===== config.mk =====
export PLATFORM = sky130hd
export DESIGN_NAME = addx_unit
export DESIGN_NICKNAME = d
export VERILOG_FILES = /design/src/rtl/addx_pkg.sv /design/src/rtl/addx_ctrl.sv /design/src/rtl/addx_datapath.sv /design/src/rtl/addx_unit.sv
export SDC_FILE = /design/constraint.sdc
export NUM_CORES = 1
export LEC_CHECK = 0
export ABC_AREA = 1
export BUFFER_PORTS_ARGS = -buffer_cell sky130_fd_sc_hd__buf_2
export CAP_MARGIN = 20
export CORE_UTILIZATION = 45
export DETAILED_ROUTE_END_ITERATION = 7
export HOLD_SLACK_MARGIN = 0.06
export PLACE_DENSITY = 0.81
export SETUP_SLACK_MARGIN = 0.4
export SKIP_CTS_REPAIR_TIMING = 1
export SLEW_MARGIN = 20
export SYNTH_ARGS = -nofsm -noshare
export SYNTH_HDL_FRONTEND = slang
export SYNTH_SLANG_ARGS = --single-unit

===== constraint.sdc =====
create_clock -name clk -period 3.5 [get_ports clk]
set_input_delay 0.35 -clock clk [delete_from_list [all_inputs] [get_ports clk]]
set_output_delay 0.35 -clock clk [all_outputs]
set_load 0.005 [all_outputs]

===== src/rtl/addx_pkg.sv =====
package addx_pkg;
  localparam int DATA_W = 32;
  localparam int BYTE_W = 8;
  localparam int HALF_W = 16;
  localparam int SEL_W  = 2;

  typedef enum logic [1:0] {W8 = 2'd0, W16 = 2'd1, W32 = 2'd2} width_e;
  typedef enum logic [1:0] {SRC_REG = 2'd0, SRC_RM = 2'd1, SRC_IMM = 2'd2, SRC_IMM8SX = 2'd3} src_e;
  typedef enum logic [SEL_W-1:0] {DST_RM = 2'd0, DST_REG = 2'd1, DST_ACC = 2'd2} dsel_e;

  typedef struct packed {
    logic   load;
    logic   bad;
    logic   destIsRm;
    src_e   srcKind;
    width_e width;
    dsel_e  destSel;
  } ctrl_t;

  typedef struct packed {
    logic ofB;
    logic sfB;
    logic zfB;
    logic afB;
    logic pfB;
    logic cfB;
  } flags_t;
endpackage


===== src/rtl/addx_ctrl.sv =====
module addx_ctrl
  import addx_pkg::*;
(
  input  logic        clk,
  input  logic        rst,
  input  logic        start,
  input  logic [7:0]  opcode,
  input  logic [2:0]  modrmReg,
  input  logic        opSize,
  output ctrl_t       ctl
);
  logic   legal;
  width_e wideW;

  always_comb begin
    wideW = opSize ? W32 : W16;
    legal = 1'b1;
    ctl.destIsRm = 1'b1;
    ctl.srcKind  = SRC_REG;
    ctl.width    = W8;
    ctl.destSel  = DST_RM;
    case (opcode)
      8'h00, 8'h01: begin
        ctl.destIsRm = 1'b1;
        ctl.srcKind  = SRC_REG;
        ctl.destSel  = DST_RM;
      end
      8'h02, 8'h03: begin
        ctl.destIsRm = 1'b0;
        ctl.srcKind  = SRC_RM;
        ctl.destSel  = DST_REG;
      end
      8'h04, 8'h05: begin
        ctl.destIsRm = 1'b0;
        ctl.srcKind  = SRC_IMM;
        ctl.destSel  = DST_ACC;
      end
      8'h80, 8'h81: begin
        legal        = (modrmReg == 3'd0);
        ctl.srcKind  = SRC_IMM;
      end
      8'h83: begin
        legal        = (modrmReg == 3'd0);
        ctl.srcKind  = SRC_IMM8SX;
      end
      default: legal = 1'b0;
    endcase
    if (opcode[0]) ctl.width = wideW;
    ctl.load = start & legal;
    ctl.bad  = start & ~legal;
  end


  even_width_chk: assert property (@(posedge clk) disable iff (rst)
    (ctl.load && !opcode[0]) |-> (ctl.width == W8));


  reg_field_chk: assert property (@(posedge clk) disable iff (rst)
    (start && (opcode == 8'h81) && (modrmReg != 3'd0)) |-> (ctl.bad && !ctl.load));


  sext_pick_chk: assert property (@(posedge clk) disable iff (rst)
    (ctl.load && (opcode == 8'h83)) |-> (ctl.srcKind == SRC_IMM8SX && ctl.width != W8));
endmodule


===== src/rtl/addx_datapath.sv =====
module addx_datapath
  import addx_pkg::*;
(
  input  logic              clk,
  input  logic              rst,
  input  ctrl_t             ctl,
  input  logic [DATA_W-1:0] regVal,
  input  logic [DATA_W-1:0] rmVal,
  input  logic [DATA_W-1:0] immVal,
  output logic              resValid,
  output logic              invalidOp,
  output logic [DATA_W-1:0] result,
  output logic [SEL_W-1:0]  destSel,
  output flags_t            flags
);
  localparam int IDX_W  = $clog2(DATA_W);
  localparam int CIDX_W = $clog2(DATA_W + 1);

  logic [DATA_W-1:0] destRaw, srcRaw, mask, dOp, sOp, sum, xorV;
  logic [DATA_W:0]   wideSum;
  logic [IDX_W-1:0]  signIdx;
  logic [CIDX_W-1:0] carryIdx;
  flags_t            nextFlags;

  always_comb begin
    destRaw = ctl.destIsRm ? rmVal : regVal;
    case (ctl.srcKind)
      SRC_REG:    srcRaw = regVal;
      SRC_RM:     srcRaw = rmVal;
      SRC_IMM:    srcRaw = immVal;
      default:    srcRaw = {{(DATA_W-BYTE_W){immVal[BYTE_W-1]}}, immVal[BYTE_W-1:0]};
    endcase
    case (ctl.width)
      W8: begin
        mask     = {{(DATA_W-BYTE_W){1'b0}}, {BYTE_W{1'b1}}};
        signIdx  = IDX_W'(BYTE_W - 1);
        carryIdx = CIDX_W'(BYTE_W);
      end
      W16: begin
        mask     = {{(DATA_W-HALF_W){1'b0}}, {HALF_W{1'b1}}};
        signIdx  = IDX_W'(HALF_W - 1);
        carryIdx = CIDX_W'(HALF_W);
      end
      default: begin
        mask     = {DATA_W{1'b1}};
        signIdx  = IDX_W'(DATA_W - 1);
        carryIdx = CIDX_W'(DATA_W);
      end
    endcase
    dOp     = destRaw & mask;
    sOp     = srcRaw & mask;
    wideSum = {1'b0, dOp} + {1'b0, sOp};
    sum     = wideSum[DATA_W-1:0] & mask;
    xorV    = dOp ^ sOp ^ sum;
    nextFlags.cfB = wideSum[carryIdx];
    nextFlags.sfB = sum[signIdx];
    nextFlags.ofB = (dOp[signIdx] == sOp[signIdx]) && (sum[signIdx] != dOp[signIdx]);
    nextFlags.zfB = (sum == '0);
    nextFlags.afB = xorV[4];
    nextFlags.pfB = ~^sum[BYTE_W-1:0];
  end

  always_ff @(posedge clk) begin
    if (rst) begin
      resValid  <= 1'b0;
      invalidOp <= 1'b0;
      result    <= '0;
      destSel   <= '0;
      flags     <= '0;
    end else begin
      resValid  <= ctl.load;
      invalidOp <= ctl.bad;
      if (ctl.load) begin
        result  <= sum;
        destSel <= ctl.destSel;
        flags   <= nextFlags;
      end
    end
  end


  zf_result_chk: assert property (@(posedge clk) disable iff (rst)
    resValid |-> (flags.zfB == (result == '0)));


  pf_result_chk: assert property (@(posedge clk) disable iff (rst)
    resValid |-> (flags.pfB == ~^result[BYTE_W-1:0]));


  flags_hold_chk: assert property (@(posedge clk) disable iff (rst)
    invalidOp |-> ($stable(flags) && $stable(result) && !resValid));


  idle_hold_chk: assert property (@(posedge clk) disable iff (rst)
    (!resValid && !invalidOp) |-> ($stable(result) && $stable(destSel)));
endmodule


===== src/rtl/addx_unit.sv =====
module addx_unit
  import addx_pkg::*;
(
  input  logic        clk,
  input  logic        rst,
  input  logic        start,
  input  logic [7:0]  opcode,
  input  logic [2:0]  modrmReg,
  input  logic        opSize,
  input  logic [31:0] regVal,
  input  logic [31:0] rmVal,
  input  logic [31:0] immVal,
  output logic        resValid,
  output logic        invalidOp,
  output logic [31:0] result,
  output logic [1:0]  destSel,
  output logic        cfFlag,
  output logic        pfFlag,
  output logic        afFlag,
  output logic        zfFlag,
  output logic        sfFlag,
  output logic        ofFlag
);
  ctrl_t  ctl;
  flags_t flagsQ;

  addx_ctrl u_ctrl (
    .clk      (clk),
    .rst      (rst),
    .start    (start),
    .opcode   (opcode),
    .modrmReg (modrmReg),
    .opSize   (opSize),
    .ctl      (ctl)
  );

  addx_datapath u_dp (
    .clk       (clk),
    .rst       (rst),
    .ctl       (ctl),
    .regVal    (regVal),
    .rmVal     (rmVal),
    .immVal    (immVal),
    .resValid  (resValid),
    .invalidOp (invalidOp),
    .result    (result),
    .destSel   (destSel),
    .flags     (flagsQ)
  );

  assign cfFlag = flagsQ.cfB;
  assign pfFlag = flagsQ.pfB;
  assign afFlag = flagsQ.afB;
  assign zfFlag = flagsQ.zfB;
  assign sfFlag = flagsQ.sfB;
  assign ofFlag = flagsQ.ofB;


  reset_clear_chk: assert property (@(posedge clk)
    $past(rst) |-> (!resValid && !invalidOp && result == '0));


  out_excl_chk: assert property (@(posedge clk) disable iff (rst)
    !(resValid && invalidOp));
endmodule


# Word level (Yosys, flattened, before mapping)
# Index checks and enable logic that the tools add are counted.
[op_classes]
n_addsub = 1
n_reduce_logical = 13
bitwise = 8
mux = 18
eq_ne = 13
magnitude_cmp = 2
[ops]
columns = ["operator", "n"]
rows = [
  ["AND 32 bit", 3],
  ["case mux 32 bit (3 select lines)", 1],
  ["case mux 32 bit (2 select lines)", 1],
  ["adder 32 x 32 -> 33 bit", 1],
  ["logical NOT 32 bit", 1],
  ["two-way mux 32 bit", 1],
  ["== test 8 bit (second input constant)", 3],
  ["== test 8 x 2 -> 1 bit (second input constant)", 2],
  ["== test 8 x 3 -> 1 bit (second input constant)", 2],
  ["binary-select mux 1 bit (select 5 bit)", 3],
  ["case mux 6 bit (2 select lines)", 1],
  ["case mux 5 bit (2 select lines)", 1],
  ["XOR 5 bit", 2],
  ["== test 8 x 1 -> 1 bit (second input constant)", 1],
  ["logical NOT 8 bit", 1],
  ["OR reduction 4 bit", 2],
  ["XNOR reduction 8 bit", 1],
  ["less-than comparator 6 x 7 -> 1 bit (second input constant)", 1],
  ["binary-select mux 1 bit (select 6 bit)", 1],
  ["less-than comparator 5 x 6 -> 1 bit (second input constant)", 1],
  ["case mux 2 bit (3 select lines)", 1],
  ["OR reduction 6 bit", 1],
  ["== test 2 x 1 -> 1 bit (second input constant)", 2],
  ["logical NOT 2 bit", 2],
  ["13 further kinds", 19],
]
[word_totals]
out_inout_bits = 42
ff_bits = 42

# Longest topological paths before layout
# Gate-level depths: netlist of run 1.
[depth]
ltp_word = 12
depth_mapped = 30

# By module
# A second synthesis of run 1 with hierarchy kept.
[hier_totals]
hier_cells = 1079
hier_area_um2 = 5735.5
[modules_own_cells]
columns = ["module", "instances", "area_each_um2", "cells_each"]
rows = [
  ["addx_datapath", 1, 5522.8, 1040],
  ["addx_ctrl", 1, 212.7, 39],
]

# Worst setup path after synthesis of run 1
# Ideal clock, no wire load.
[synth_timing]
kind = "input port to flip-flop"
startpoint = "input port opcode[6]"
endpoint = "register u_dp.flags[3] in the netlist's numbering"
arrival_time_ps = 3405
required_ps = 3430
stages = 29
setup_ps = 70
path_buffers = 2
path_slack_ps = 25
path_cell_list = "nor2_1 nand3_1 inv_2 nand2_1 nor2_2 inv_2 nand2_1 nor2_1 buf_2 buf_2 nand2_1 o211ai_1 ha_1 fa_1 nand2_1 nand2_1 and2_1 xnor2_1 ha_1 nand2_1 nor2_1 nand2_1 inv_1 nand3_1 nor2_1 nand3_1 nor2_1 nand3_1 a21oi_1"
[synth_via]
elab_chain_cells = 9
elab_cells_between_ends = 27
cone_classes = "add/sub (1); eq/ne (10); mux (4); bitwise (4); reduce/logical (8)"
[synth_rtl]
columns = ["item", "line_no", "source"]
rows = [
  ["from (decl)", "addx_unit.sv:7", "input logic [7:0] opcode,"],
  ["== test 8 bit, or another cell as far along", "addx_ctrl.sv:22", "case (opcode)"],
  ["OR reduction 4 bit (no source line) or OR reduction 2 bit (tied branches)", "n/a", ""],
  ["case mux 2 bit (3 select lines)", "addx_ctrl.sv:22", ""],
  ["== test 2 bit, or another cell as far along", "addx_datapath.sv:27", "case (ctl.srcKind)"],
  ["case mux 32 bit (3 select lines)", "addx_datapath.sv:27", ""],
  ["AND 32 bit", "addx_datapath.sv:51", "sOp = srcRaw & mask;"],
  ["adder 32 x 32 -> 33 bit", "addx_datapath.sv:52", "wideSum = {1'b0, dOp} + {1'b0, sOp};"],
  ["AND 32 bit", "addx_datapath.sv:53", "sum = wideSum[DATA_W-1:0] & mask;"],
  ["logical NOT 32 bit", "addx_datapath.sv:58", "nextFlags.zfB = (sum == '0);"],
  ["to (signal assigned)", "addx_datapath.sv:76", "flags <= nextFlags;"],
  ["to (decl)", "addx_datapath.sv:14", "output flags_t flags"],
]
# Several ways; a longest one is shown, not always the timed one.
# A chain may end at the register's enable or synchronous reset.

# Worst setup path after layout of run 1
[layout_timing]
startpoint = "input port opcode[5]"
endpoint = "register u_dp.flags[5] in the netlist's numbering"
[layout_via]
elab_chain_cells = 12
elab_cells_between_ends = 35
cone_classes = "add/sub (1); eq/ne (12); mux (10); bitwise (4); reduce/logical (8)"
[layout_rtl]
columns = ["item", "line_no", "source"]
rows = [
  ["== test 8 bit, or another cell as far along", "addx_ctrl.sv:22", ""],
  ["OR reduction 4 bit (no source line) or OR reduction 2 bit (tied branches)", "n/a", ""],
  ["case mux 2 bit (3 select lines)", "addx_ctrl.sv:22", ""],
  ["== test 2 bit, or another cell as far along", "addx_datapath.sv:27", ""],
  ["case mux 32 bit (3 select lines)", "addx_datapath.sv:27", ""],
  ["AND 32 bit", "addx_datapath.sv:51", ""],
  ["adder 32 x 32 -> 33 bit", "addx_datapath.sv:52", ""],
  ["AND 32 bit", "addx_datapath.sv:53", ""],
  ["binary-select mux 1 bit (select 5 bit)", "addx_datapath.sv:57", "nextFlags.ofB = (dOp[signIdx] == sOp[signIdx]) && (sum[signIdx] != dOp[signIdx]);"],
  ["two-way mux 1 bit (implied by the code)", "addx_datapath.sv:57", ""],
  ["inequality test 1 bit", "addx_datapath.sv:57", ""],
  ["logical AND 1 bit", "addx_datapath.sv:57", ""],
]
# Several ways; a longest one is shown, not always the timed one. The select of a mux whose other input is x is not followed.

==> results.sh, run 1 <==
export IMPL_gr_total_overflow=0
export IMPL_end_kind="flip-flop"
export IMPL_worstSetupPathType="in -> reg"
export IMPL_yosysTopAreaCellShare=0.2301
export IMPL_path_buf_inv=10
export IMPL_grt_pass1_vias=6876
export IMPL_status="complete, but fails checks"
export IMPL_maxSlewViolCount=0
export IMPL_htree_num_levels=2
export IMPL_io_buffers=152
export IMPL_worst_slew_pin_slew_ps=874.0
export IMPL_seq_area_frac_synth=0.1548
export IMPL_grt_antenna_before_repair=0
export IMPL_wl_per_cell_um=15.37
export IMPL_worstPathArrival_ps=3620
export IMPL_fin_setup_tns_ps=0
export IMPL_cts_tree="built"
export IMPL_track_usage=0.2929
export IMPL_ioPinCount=153
export IMPL_drive_above_1_share=0.4152
export IMPL_clk_insertion_delay_late_ps=280
export IMPL_clockRootBuffer="clkbuf_16"
export IMPL_syn_avg_cell_area_um2=5.337
export IMPL_synth_edf_count=0
export IMPL_power_density_nw_per_um2=210.5
export IMPL_finalSetupViolations=0
export IMPL_wirelength_mm=21.97
export IMPL_path_depth=30
export IMPL_cp_slowest_cell="nor4_2"
export IMPL_grt_first_pass_wirelength_mm=30.33
export IMPL_drtIter0Drc=695
export IMPL_regArea_um2=840.8
export IMPL_yosysWarnings=0
export IMPL_ys_top_cells_by_area="nand2_1, dfxtp_1, inv_1"
export IMPL_synthCells=1018
export IMPL_fin_crit_ps=3406
export IMPL_max_vdd_ir_drop_mv=0.2640
export IMPL_gp_congestion=0.9278
export IMPL_path_max_fanout=7
export IMPL_slowest_delay_ps=330
export IMPL_areaGrowthSynthToFinish_pct=62.71
export IMPL_hold_ws_ps=357.3
export IMPL_drv_cap=0
export IMPL_clock_sinks=42
export IMPL_synthFlopType="dfxtp_1"
export IMPL_synth_common_cells="nand2_1, inv_1, nor2_1"
export IMPL_rr_worst_depth=2
export IMPL_finClkSkew_ps=0
export IMPL_drc=5
export IMPL_finalCritPeriodShare=0.9731
export IMPL_max_freq_ghz=0.2936
export IMPL_hold_depth=3
export IMPL_hold_class="in -> reg"
export IMPL_grt_max_degree=59
export IMPL_p_leak_uw=0.004666
export IMPL_setup_worst_path_start_class="primary input"
export IMPL_core_um2=11610
export IMPL_start_util=0.4678
export IMPL_ant_nets=0
export IMPL_rows=39
export IMPL_synth_distinct_cells=37
export IMPL_viasPerCell=5.501
export IMPL_path_clk_slew_ps=60
export IMPL_n_fill_cell=876
export IMPL_clk_path_buf_depth=2
export IMPL_ys_seq_elements=42
export IMPL_max_slew_margin=0.4167
export IMPL_multi_input_area_um2=5095
export IMPL_yosysTopAreaCell="nand2_1"
export IMPL_synth_most_common_cell="nand2_1"
export IMPL_critical_path_top_delay_family="simple AND/OR/NAND/NOR gates"
export IMPL_fin_nets=1433
export IMPL_synth_area_um2=5433
export IMPL_finalHoldViolations=0
export IMPL_die_area_um2=12520
export IMPL_required_ps=3710
export IMPL_failed_checks="DRC"
export IMPL_synth_nets=1166
export IMPL_cts_buffers=5
export IMPL_fp_dieH_um=111.9
export IMPL_vias=7861
export IMPL_placed_area_um2=7204
export IMPL_rsz0062_at_grt="true"
export IMPL_antenna_cells=0
export IMPL_drtPass1Iterations=8
export IMPL_die_x_um=111.9
export IMPL_async_reset_ff_frac=0
export IMPL_place_hpwl_mm=14.90
export IMPL_fin_area_um2=8840
==> layout make-up <==
| cell class | count | share of cell area |
|---|---|---|
| clock buffers | 6 | 0.01458 |
| clock inverters | 2 | 0.001557 |
| flip-flops and latches | 42 | 0.09512 |
| multi-input cells | 804 | 0.5764 |
| inverters | 140 | 0.06115 |
| repair buffers | 291 | 0.2301 |
| well taps | 143 | 0.02024 |
| repair inverters | 1 | 0.0008493 |
==> per-stage QoR <==
step                total power (uW)    util  cells  setup WS [ps]
finish                          1860  0.7612   1429          94.29
global route                    1968  0.7612   1429         -123.0
CTS                             1638  0.6326   1398          125.1
detailed placement              1192  0.6203   1390         -145.2
global placement                1184  0.6203   1390         -87.08
floorplan                      911.7       -   1018          222.3
==> sequential cells by signal, summed over array words and instances (netlist names) <==
name / count
u_dp.destSel: 2
u_dp.flags: 6
u_dp.invalidOp: 1
u_dp.resValid: 1
u_dp.result: 32
==> tightest hold or removal path: cells and delay by family <==
family / cells / cell delay [ps]
simple gates: 2 / 130
buf+inv: 1 / 110
==> placed cells by master, fill, tap and decap left out, types with 6 or more instances in the layout <==
cell       count
a21oi_1       41
a21oi_2       22
buf_12         9
buf_2        150
buf_4        115
buf_6         12
clkbuf_16      8
dfxtp_1       42
ha_1          10
ha_4          24
inv_1        111
inv_2         22
nand2_1      270
nand2_2       47
nand2_4       17
nand3_1       58
nand3_2       24
nand3b_1      12
nand4_1        8
nor2_1        83
nor2_2        22
nor2_4        15
nor3_2         6
o211ai_1      10
o21ai_0       78
o21ai_1       14
==> power breakdown <==
| group | total (uW) | internal (uW) | switching, uW |
|---|---|---|---|
| clock network | 445 | 264 | 181 |
| logic | 930 | 431 | 499 |
| registers | 486 | 483 | 2.31 |
==> worst paths after layout <==
kind / start / endpoint / slack [ps]
min reg2reg: u_dp.result[19] / u_dp.result[19] / 460
max: opcode[5] / u_dp.flags[5] / 90
min: start / u_dp.invalidOp / 360
max reg2reg: u_dp.result[12] / u_dp.result[12] / 2790
==> cells by family (layout without fill, tap and decap cells) <==
logic type | after synthesis | in the layout | synth area share
simple gates | 579 | 581 | 0.4473
buf+inv | 174 | 440 | 0.1223
fa+ha+maj | 37 | 37 | 0.08660
xor+xnor | 10 | 10 | 0.01612
flops | 42 | 42 | 0.1548
compound gates | 176 | 176 | 0.1730
==> per-layer routing <==
metal | track usage | part of all wire | vias up
met3 | 0.02885 | 0.063 | 103
met4 | 0.1297 | 0.053 | 0
li1 | - | - | 3802
met1 | 0.3444 | 0.39 | 3586
met2 | 0.5354 | 0.50 | 370
met5 | 0 | 0 | -
Power figures use the tool's default switching activity.
==> run 2: changes to the inputs <==
- REMOVE_ABC_BUFFERS: unset -> 1
==> run 2 against run 1 <==
Net effect:
- the run still ends with DRC left
- sequential share of layout area is 0.43 points higher
- setup slack better by 15 ps
- sequential power hardly changed
- critical path depth is 1 lower
- non-clock buffer count is 15 higher
- register-to-register slack worse by 60 ps
- critical path type unchanged
==> results.sh, run 2 (synthesized netlist as in run 1, its figures left out) <==
export IMPL_max_slew_margin=0.4420
export IMPL_grt_first_pass_wirelength_mm=31.47
export IMPL_drv_cap=0
export IMPL_track_usage=0.3091
export IMPL_drtIter0Drc=529
export IMPL_mostFrequentLayoutCell="nand2_1"
export IMPL_areaGrowthSynthToFinish_pct=55.62
export IMPL_gr_total_overflow=0
export IMPL_place_hpwl_mm=16.10
export IMPL_finalSetupViolations=0
export IMPL_clockRootBuffer="clkbuf_16"
export IMPL_htree_num_levels=2
export IMPL_hold_class="in -> reg"
export IMPL_ioPinCount=153
export IMPL_io_buffers=152
export IMPL_clk_insertion_delay_late_ps=280
export IMPL_cp_slowest_cell="ha_1"
export IMPL_fp_dieH_um=111.9
export IMPL_max_freq_ghz=0.2949
export IMPL_clock_sinks=42
export IMPL_status="complete, but fails checks"
export IMPL_cts_tree="built"
export IMPL_grt_max_degree=37
export IMPL_rows=39
export IMPL_maxSlewViolCount=0
export IMPL_hold_ws_ps=320.3
export IMPL_fin_setup_tns_ps=0
export IMPL_finalCritPeriodShare=0.9688
export IMPL_fin_util=0.7280
export IMPL_die_x_um=111.9
export IMPL_rsz0062_at_grt="true"
export IMPL_finalHoldViolations=0
export IMPL_drtPass1Iterations=8
export IMPL_grt_antenna_before_repair=0
export IMPL_largest_register_ff_count=32
export IMPL_place_inst=1417
export IMPL_power_density_nw_per_um2=216.5
export IMPL_start_util=0.4678
export IMPL_drive_above_1_share=0.3747
export IMPL_ant_nets=0
export IMPL_antenna_cells=0
export IMPL_clk_path_buf_depth=2
export IMPL_fin_nets=1445
export IMPL_end_kind="flip-flop"
export IMPL_final_cells=1440
export IMPL_n_fill_cell=1020
export IMPL_dp_slack_ps=-227.3
export IMPL_top_register="u_dp.result"
export IMPL_cts_buffers=5
export IMPL_worstPathArrival_ps=3600
export IMPL_fin_crit_ps=3391
export IMPL_drc=8
export IMPL_gp_congestion=1.028
export IMPL_worst_slew_pin_slew_ps=836.1
export IMPL_failed_checks="DRC"
export IMPL_die_area_um2=12520
export IMPL_reg_top3="u_dp.result x32, u_dp.flags x6, u_dp.destSel x2"
export IMPL_setup_worst_path_start_class="primary input"
export IMPL_core_um2=11610
export IMPL_grt_pass1_vias=6721
export IMPL_p_leak_uw=0.004566
export IMPL_required_ps=3710
export IMPL_wirelength_mm=21.88
export IMPL_path_max_fanout=7
export IMPL_final_cell_mix="nand2_1, buf_2, buf_4, inv_1, o21ai_0"
export IMPL_vias=7637
export IMPL_setup_slack_ps=109.1
export IMPL_max_vdd_ir_drop_mv=0.2447
export IMPL_path_clk_slew_ps=60
export IMPL_viasPerCell=5.303
export IMPL_slowest_delay_ps=340
export IMPL_wl_per_cell_um=15.20
export IMPL_finClkSkew_ps=0
export IMPL_worstSetupPathType="in -> reg"
## run 2: cell type report
type,instances,area [um^2],area share
clock buffers,5,125.1,0.01480
well taps,143,178.9,0.02116
inverters,140,528.0,0.06245
multi-input cells,802,4664,0.5517
clock inverters,2,10.01,0.001184
repair buffers,306,2107,0.2492
flip-flops and latches,42,840.8,0.09945
## run 2: path summary, 6_finish.rpt
path | startpoint | endpoint | slack, ps | cells past startpoint
max | opcode[5] | u_dp.flags[3] | 110 | 29
min | start | u_dp.invalidOp | 320 | 3
max reg2reg | u_dp.result[11] | u_dp.result[11] | 2730 | 2
min reg2reg | u_dp.result[20] | u_dp.result[20] | 470 | 2
## run 2: metal layers
| metal | global-route usage | share of wire | routed length (um) | vias up |
|---|---|---|---|---|
| li1 | - | - | - | 3816 |
| met1 | 0.3771 | 0.40 | 8858 | 3431 |
| met2 | 0.5731 | 0.50 | 10950 | 312 |
| met3 | 0.02722 | 0.058 | 1276 | 78 |
| met4 | 0.08739 | 0.037 | 801 | 0 |
| met5 | 0 | 0 | 0 | - |
## run 2: worst max-delay path: cells and delay by family
family / cells / cell delay (ps)
buffers and inverters: 6 / 540
AO/OA/AOI/OAI: 3 / 380
AND/OR/NAND/NOR: 17 / 1600
XOR/XNOR: 1 / 190
adder cells (fa/ha/maj): 2 / 530
## run 2: stage by stage
stage	cell area (um^2)	total power (uW)
2_1_floorplan	5294	877.3
3_3_place_gp	7347	1212
3_5_place_dp	7347	1222
4_1_cts	7482	1655
5_1_grt	8454	1932
6_report	8454	1831
## run 2: power by group
part	internal (uW)	switching (uW)	leakage [uW]
logic	432	475	0.00416
clock network	257	180	0.0000694
registers	483	2.45	0.000339
